<file path="src/rtl/subpwm_pkg.sv">
package subpwm_pkg;
  // Width of the position counter; a full cycle is 2**CYC_W clocks.
  localparam int CYC_W = 8;
  // Fraction widths of the two cut modes.
  localparam int FRAC_QUAD = 2;
  localparam int FRAC_HALF = 1;

  typedef enum logic {
    CUT_QUAD = 1'b0,
    CUT_HALF = 1'b1
  } cut_mode_e;
endpackage

</file>
<file path="src/rtl/pwm_cycle_counter.sv">
module pwm_cycle_counter #(
  parameter int CYC_W = 8
) (
  input  logic             clk,
  input  logic             rst,
  input  logic             en,
  output logic [CYC_W-1:0] pos,
  output logic             first
);
  localparam logic [CYC_W-1:0] LAST = '1;

  always_ff @(posedge clk) begin
    if (rst || !en) pos <= '0;
    else            pos <= pos + 1'b1;
  end

  assign first = en && (pos == '0);

  // position wraps from the last value back to zero
  p_wrap_r1: assert property (@(posedge clk) disable iff (rst)
    (en && pos == LAST) |=> (pos == '0));

  // counter held at zero while disabled
  p_hold_zero_r6: assert property (@(posedge clk) disable iff (rst)
    !en |=> (pos == '0));
endmodule

</file>
<file path="src/rtl/pwm_duty_latch.sv">
module pwm_duty_latch #(
  parameter int CYC_W = 8
) (
  input  logic             clk,
  input  logic             rst,
  input  logic             first,
  input  logic [CYC_W-1:0] duty_in,
  input  logic             mode_in,
  output logic [CYC_W-1:0] duty_eff,
  output logic             mode_eff
);
  logic [CYC_W-1:0] duty_q;
  logic             mode_q;

  always_ff @(posedge clk) begin
    if (rst) begin
      duty_q <= '0;
      mode_q <= 1'b0;
    end else if (first) begin
      duty_q <= duty_in;
      mode_q <= mode_in;
    end
  end

  // At a cycle start the fresh inputs are used directly, later positions
  // use the captured copy.
  assign duty_eff = first ? duty_in : duty_q;
  assign mode_eff = first ? mode_in : mode_q;

  // captured settings stay put between cycle starts
  p_hold_settings_r5: assert property (@(posedge clk) disable iff (rst)
    !first |=> ($stable(duty_q) && $stable(mode_q)));
endmodule

</file>
<file path="src/rtl/pwm_subcycle_compare.sv">
module pwm_subcycle_compare #(
  parameter int CYC_W  = 8,
  parameter int FRAC_W = 2
) (
  input  logic [CYC_W-1:0] pos,
  input  logic [CYC_W-1:0] duty,
  output logic             high
);
  localparam int OFS_W = CYC_W - FRAC_W;

  logic [FRAC_W-1:0] sub_idx;
  logic [FRAC_W-1:0] frac;
  logic [OFS_W-1:0]  offset;
  logic [OFS_W-1:0]  coarse;
  logic [OFS_W:0]    hi_len;

  always_comb begin
    sub_idx = pos[CYC_W-1 -: FRAC_W];
    offset  = pos[OFS_W-1:0];
    coarse  = duty[CYC_W-1 -: OFS_W];
    frac    = duty[FRAC_W-1:0];
    // Leading sub-cycles below the fraction get one extra high clock.
    hi_len  = {1'b0, coarse} + {{OFS_W{1'b0}}, (sub_idx < frac)};
    high    = ({1'b0, offset} < hi_len);
  end
endmodule

</file>
<file path="src/rtl/subcycle_pwm.sv">
module subcycle_pwm
  import subpwm_pkg::*;
#(
  parameter int CNT_W = CYC_W
) (
  input  logic             clk,
  input  logic             rst,
  input  logic             en,
  input  logic             mode,
  input  logic [CNT_W-1:0] duty,
  output logic             pwm_out,
  output logic             cyc_start
);
  localparam int NUM_CUTS = 2;

  logic [CNT_W-1:0]    pos;
  logic                first;
  logic [CNT_W-1:0]    duty_eff;
  logic                mode_eff;
  logic [NUM_CUTS-1:0] cut_high;

  pwm_cycle_counter #(.CYC_W(CNT_W)) u_cnt (
    .clk   (clk),
    .rst   (rst),
    .en    (en),
    .pos   (pos),
    .first (first)
  );

  pwm_duty_latch #(.CYC_W(CNT_W)) u_latch (
    .clk      (clk),
    .rst      (rst),
    .first    (first),
    .duty_in  (duty),
    .mode_in  (mode),
    .duty_eff (duty_eff),
    .mode_eff (mode_eff)
  );

  // One comparator per cut mode; index follows cut_mode_e encoding.
  for (genvar g = 0; g < NUM_CUTS; g++) begin : g_cut
    localparam int FW = (g == int'(CUT_QUAD)) ? FRAC_QUAD : FRAC_HALF;
    pwm_subcycle_compare #(.CYC_W(CNT_W), .FRAC_W(FW)) u_cmp (
      .pos  (pos),
      .duty (duty_eff),
      .high (cut_high[g])
    );
  end

  always_ff @(posedge clk) begin
    if (rst || !en) begin
      pwm_out   <= 1'b0;
      cyc_start <= 1'b0;
    end else begin
      pwm_out   <= cut_high[mode_eff];
      cyc_start <= first;
    end
  end

  // strobe is a single-clock pulse
  p_strobe_single_r1: assert property (@(posedge clk) disable iff (rst)
    cyc_start |=> !cyc_start);

  // output low after a disabled clock
  p_off_low_r6: assert property (@(posedge clk) disable iff (rst)
    !en |=> (!pwm_out && !cyc_start));

  // reset drives outputs low
  p_reset_low_r7: assert property (@(posedge clk)
    rst |=> (!pwm_out && !cyc_start));

  // zero duty never raises the output
  p_zero_duty_low_r8: assert property (@(posedge clk) disable iff (rst)
    (en && duty_eff == '0) |=> !pwm_out);
endmodule

</file>
<file path="config.mk">
export PLATFORM = sky130hd
export DESIGN_NAME = subcycle_pwm
export DESIGN_NICKNAME = d
export VERILOG_FILES = /design/src/rtl/subpwm_pkg.sv /design/src/rtl/pwm_cycle_counter.sv /design/src/rtl/pwm_duty_latch.sv /design/src/rtl/pwm_subcycle_compare.sv /design/src/rtl/subcycle_pwm.sv
export SDC_FILE = /design/constraint.sdc
export NUM_CORES = 1
export LEC_CHECK = 0
export CAP_MARGIN = 20
export CORE_ASPECT_RATIO = 1.4
export CORE_MARGIN = 5
export CORE_UTILIZATION = 59
export CTS_BUF_LIST = sky130_fd_sc_hd__clkbuf_8
export DETAILED_ROUTE_END_ITERATION = 8
export PLACE_DENSITY_LB_ADDON = 0.08
export SLEW_MARGIN = 10
export SYNTH_ARGS = -nofsm -noshare
export SYNTH_HDL_FRONTEND = slang
export SYNTH_SLANG_ARGS = --single-unit
</file>
<file path="constraint.sdc">
create_clock -name clk -period 3.4 [get_ports clk]
set_clock_uncertainty 0.05 [all_clocks]
set_input_delay 0.68 -clock clk [delete_from_list [all_inputs] [get_ports clk]]
set_output_delay 0.68 -clock clk [all_outputs]
set_load 0.01 [all_outputs]
</file>
Yosys cells after proc, flatten, opt, wreduce, memory -nomap -nowiden --
Cells that the tools add are included.
Operators by class: multiplexer cells 4, add/sub/neg operators 3, reduce and logical (&&, ||, !) cells 4, order comparisons 5
Operators with widths (number):
- 7-bit by 1-bit adder with 8-bit output | 1
- 8-bit by 1-bit adder with 8-bit output, second input constant | 1
- 8-bit zero test | 1
- 7-bit by 8-bit < comparator with 1-bit output | 1
- 8-bit two-way mux | 1
- 6-bit by 1-bit adder with 7-bit output | 1
- 6-bit by 7-bit < comparator with 1-bit output | 1
- 1-bit two-way mux | 3
- 1-bit by 2-bit < comparator with 1-bit output, second input constant | 1
- 2-bit < comparator | 1
- 1-bit logical AND | 1
- 1-bit zero test | 1
- 1-bit logical OR | 1
- 1-bit < comparator | 1
Word-level totals: bits in registers 19, output and inout port bits 2, bits of input ports 12, logic and storage cells 21

Logic depth before layout (Yosys ltp) --
depth in word-level cells 8, depth in mapped cells 17, mapped depth without buffers 16

Hierarchy --
From an unflattened synthesis, not the netlist that was laid out.
Second synthesis, totals: cells, all modules 134, area, all modules 1298.7 um2
Modules (own cells, without submodules):
- pwm_duty_latch | instances 1, sequential area each 180.2 um2, area each 382.9 um2, cells each 28
- pwm_cycle_counter | instances 1, sequential area each 160.2 um2, area each 362.8 um2, cells each 40
- pwm_subcycle_compare (g_cut[1].u_cmp) | instances 1, sequential area each 0.0 um2, area each 244.0 um2, cells each 32
- pwm_subcycle_compare (g_cut[0].u_cmp) | instances 1, sequential area each 0.0 um2, area each 237.7 um2, cells each 29
- subcycle_pwm | instances 1, sequential area each 40.0 um2, area each 71.3 um2, cells each 5

Least setup slack after synthesis --
No wires, ideal clock.
path type input-to-reg, from input en, to register pwm_out, slack 263 ps, data required time 3264 ps, buffers on the path 1, stages 14, arrival time 3000 ps, setup time 86 ps, cells stage by stage nand4_1 buf_6 mux2i_1 o32ai_1 ha_1 nand2_1 xor2_1 nor2_1 a21oi_1 ha_1 o21ai_0 o21bai_1 a211o_1 a221oi_2
On the way: longest elaborated chain between the ends 7, elaborated cells between the ends (all ways) 13, classes of those cells add/sub (2); order compare (4); mux (4); reduce/logical (3)
RTL lines:
- from (decl) | RTL line subcycle_pwm.sv:8 | input logic en,
- 1-bit logical AND | RTL line pwm_cycle_counter.sv:17 | assign first = en && (pos == '0);
- 8-bit two-way mux | RTL line pwm_duty_latch.sv:27 | assign duty_eff = first ? duty_in : duty_q;
- 2-bit < comparator or 1-bit < comparator (tied branches) | RTL line pwm_subcycle_compare.sv:23 | hi_len = {1'b0, coarse} + {{OFS_W{1'b0}}, (sub_idx < frac)};
- 6-bit by 1-bit adder with 7-bit output or 7-bit by 1-bit adder with 8-bit output (tied branches) | RTL line pwm_subcycle_compare.sv:23
- 6-bit by 7-bit < comparator with 1-bit output or 7-bit by 8-bit < comparator with 1-bit output (tied branches) | RTL line pwm_subcycle_compare.sv:24 | high = ({1'b0, offset} < hi_len);
- 1-bit two-way mux (not written as such) (2 in a row) | RTL line subcycle_pwm.sv:55 | pwm_out <= cut_high[mode_eff];
- to (signal assigned) | RTL line subcycle_pwm.sv:55
- to (decl) | RTL line subcycle_pwm.sv:11 | output logic pwm_out,
Several ways; a longest one is shown, not always the timed one. The select of a mux whose other input is x is not followed. A chain may end at the register's enable or synchronous reset.

Worst setup path in the final report --
from register u_cnt.pos[1], to register pwm_out
On the way: longest elaborated chain between the ends 8, elaborated cells between the ends (all ways) 12, classes of those cells add/sub (2); order compare (4); mux (4); reduce/logical (2)
RTL lines:
- from (decl) | RTL line pwm_cycle_counter.sv:7 | output logic [CYC_W-1:0] pos,
- from (signal assigned) | RTL line pwm_cycle_counter.sv:14 | else pos <= pos + 1'b1;
- 8-bit zero test (*) | RTL line pwm_cycle_counter.sv:17
- 1-bit logical AND (*) | RTL line pwm_cycle_counter.sv:17
- 8-bit two-way mux (*) | RTL line pwm_duty_latch.sv:27
- net duty_eff[1] | RTL line subcycle_pwm.sv:18 | logic [CNT_W-1:0] duty_eff;
- 2-bit < comparator | RTL line pwm_subcycle_compare.sv:23
- 6-bit by 1-bit adder with 7-bit output | RTL line pwm_subcycle_compare.sv:23
- 6-bit by 7-bit < comparator with 1-bit output | RTL line pwm_subcycle_compare.sv:24
- 1-bit two-way mux (not written as such) (*) (2 in a row) | RTL line subcycle_pwm.sv:55
The timed path passes the listed nets; every way through them passes the cells marked *. The select of a mux whose other input is x is not followed.

==> flow_summary_export.csv <==
group,metric,value,unit
logic_synthesis,synth_top_area_share,26.8,%
grt,grt_use_total,20.2,%
run,drv_cap,0,
critical_path,slowest_delay,440,ps
grt,antenna_found_initial,0,
sta,worstMarginPinSlew,416,ps
die,die_area,3500,sq um
grt,grt_max_degree,26,
logic_synthesis,synth_area,1420,sq um
sta,fmax,311,MHz
logic_synthesis,synth_area_leader_cell,"dfxtp_1",
clock_network,cts-root-buf,"clkbuf_8",
logic_synthesis,synth_most_common_cell,"nor2_1",
cells_and_area,area_growth,21.9,%
cells_and_area,final_cells,217,
critical_path,cp-endpoint,"pwm_out",
logic_synthesis,ys_top_cells_by_area,"dfxtp_1, ha_1, xor2_1, nand3_1, xnor2_1",
die,fp.dieW,51.4,um
sta,tns,0,ps
die,start_util,60.6,%
placed_design,place_area,1640,sq um
logic_synthesis,yosysUniqueCellTypes,30,
clock_network,cts_buffers,3,
placed_design,gp_congestion,0.832,
critical_path,critical_path_class,"reg2reg",
routing,ant_nets,0,
critical_path,slowest_stage,"dfxtp_1",
clock_network,cts_tree,"done",
critical_path,reg2reg_to,"pwm_out",
min_path,min_from,"u_cnt.pos[0]",
power_and_ir_drop,pwr_density_cell,316,nW/um^2
sta,min_period_over_period,94.5,%
critical_path,reg2reg_from,"u_cnt.pos[1]",
logic_synthesis,ys_seq_elements,19,
power_and_ir_drop,total_power,0.547,mW
sta,setup_viol,0,
grt,grt_pass1_wl,5460,um
power_and_ir_drop,leakagePower,0.756,nW
clock_network,htreeDepth,1,
critical_path,path_cells,"inv_1 > ha_1 > nand4_1 > buf_4 > mux2i_4 > inv_1 > ha_1 > buf_4 > nand3_1 > xor2_1 > nor2_1 > a21oi_1 > ha_1 > a21o_1 > a21oi_1 > o21ai_0 > a221oi_2",
min_path,hold_path_class,"reg2reg",
cells_and_area,utilization,73.9,%
routing,wl,3120,um
grt,grt.overflow.total,0,
clock_network,clk_pin_slew,70,ps
clock_network,clkLatencyLatePin,250,ps
logic_synthesis,yosys_warnings,0,
critical_path,cp_num_buf_inv,4,
routing,wl_per_cell,14.4,um
die,io-pin-count,14,
critical_path,rrSetupSlack,190,ps
routing,vias,1250,
sta,final_max_slew_viol_count,0,
sta,final-hold-violation-count,0,
logic_synthesis,syn_area_per_cell,8.34,sq um
cells_and_area,nNetsFinal,224,
critical_path,cp.depth,17,
grt,grt_pass1_vias,1268,
critical_path,required,3520,ps
cells_and_area,final_area,1730,sq um
cells_and_area,num_antenna_cells,0,
critical_path,crit_path_start,"u_cnt.pos[1]",
routing,drt_first_pass_iters,4,
power_and_ir_drop,vdd_drop_max,0.000336,V
sta,worst_slack,189,ps
placed_design,dpl.hpwl,2430,um
placed_design,portBuffers,13,
logic_synthesis,synth_edf_count,0,
logic_synthesis,syn_nets,199,
placed_design,place_inst,212,
clock_network,cts_sinks,19,
logic_synthesis,synth_common_cells,"nor2_1, dfxtp_1, nand3_1",
die,die_h,68,um
critical_path,end_kind,"register",
logic_synthesis,ys_async_sr_fraction,0,%
critical_path,crit_top_cell,"ha_1",
cells_and_area,drive_above_1_share,15.5,%
sta,min_period,3210,ps
status,status,"finished clean",
sta,rsz0062_at_grt,"false",
critical_path,cp-start-kind,"register",
critical_path,critPathMaxFanout,6,
routing,drc,0,
clock_network,cts_buffer_depth,2,
critical_path,crit_arrival,3330,ps
sta,finalHoldWorstSlack,423,ps
critical_path,r2r_cells,17,
logic_synthesis,ys_seq_area_share,26.8,%
sta,maxSlewHeadroom,72.2,%
placed_design,dp_slack,-385,ps
routing,vias_per_cell,5.76,
logic_synthesis,ys.flop_type,"dfxtp_1",
routing,drtIter0Drc,28,
critical_path,critPathTopFamily,"compound AO/OA/AOI/OAI gates",
die,rows,21,
logic_synthesis,synthCells,170,
die,core-area,2340,sq um
-- per-layer routing --
layer	GRT usage, %	wire length (um)	vias up
met4	6.23	58	0
met3	2.83	83	6
met1	22.3	1290	583
li1	-	-	637
met5	0	0	-
met2	39.0	1680	24
-- where the power goes --
group / internal, mW / switching (mW)
clock network: 0.0801 / 0.0716
logic: 0.0775 / 0.0741
registers: 0.232 / 0.0111
-- final cells by class --
cell class | instances | area, sq um
clock buffer | 3 | 41.3
clock inverter | 1 | 3.75
fill | 188 | 611
inverter | 5 | 18.8
multi-input combinational | 139 | 1020
sequential | 19 | 383
tap | 23 | 28.8
timing repair buffer | 27 | 234
-- cells in the final DEF, fill, tap and decap left out --
master and instances:
dlygate4sd2_1 1, a21o_1 1, inv_1 6, mux2_2 2
a21oi_1 5, nand3_1 18, a211oi_1 1, clkbuf_8 3
nor3_1 1, buf_4 14, nand4_1 1, xor2_1 14
o211ai_1 1, nand2b_1 2, o32ai_2 1, nor2b_1 3
ha_1 13, clkdlybuf4s50_1 12, ha_2 4, dfxtp_2 2
o21bai_1 1, nor2_1 23, mux2i_1 6, a221oi_2 1
a211o_1 1, mux2i_4 2, a211oi_2 1, o21ai_0 8
dfxtp_1 17, and3_1 4, o2111ai_1 1, xnor2_1 10
o21ai_1 2, nor4_1 1, nand2_1 11
-- registers in the layout, summed over array words and instances (netlist names) --
register	cells
u_cnt.pos	8
u_latch.duty_q	8
cyc_start	1
pwm_out	1
u_latch.mode_q	1
-- kinds of logic after synthesis --
family | after synthesis | share of synthesized area, %
simple gates | 64 | 20.6
compound gates | 24 | 10.9
xor+xnor | 24 | 14.8
flops | 19 | 26.8
fa+ha+maj | 17 | 15.0
mux | 10 | 8.12
buf+inv | 12 | 3.80
-- worst register-to-register path: cells and delay by family (launching register included) --
| kind | cells | cell delay (ps) |
|---|---|---|
| DFF | 1 | 440 |
| buffers and inverters | 4 | 480 |
| adders and majority gates | 3 | 670 |
| and+or+nand+nor | 3 | 310 |
| muxes | 1 | 250 |
| xor gates and xnor gates | 1 | 150 |
| AOI/OAI and AO/OA | 5 | 800 |
-- worst min-delay path by stage --
stage / depth (start not counted) / slack (ps) / end
finish: 1 / 420 / u_cnt.pos[0]
global route: 1 / 440 / u_cnt.pos[0]
CTS: 1 / 470 / u_cnt.pos[0]
detailed placement: 1 / 450 / u_cnt.pos[0]
global placement: 1 / 440 / u_cnt.pos[0]
floorplan: 1 / 390 / u_cnt.pos[0]
-- repair_timing --
| action | 4_1_cts | 5_1_grt |
|---|---|---|
| pin swaps | 7 | 3 |
| gates cloned | 0 | 0 |
| setup buffers | 1 | 0 |
| hold buffers | 0 | 0 |
| setup endpoints to repair | 1 | 1 |
| gates resized for setup | 10 | 3 |
(Power assumes the default switching activity.)
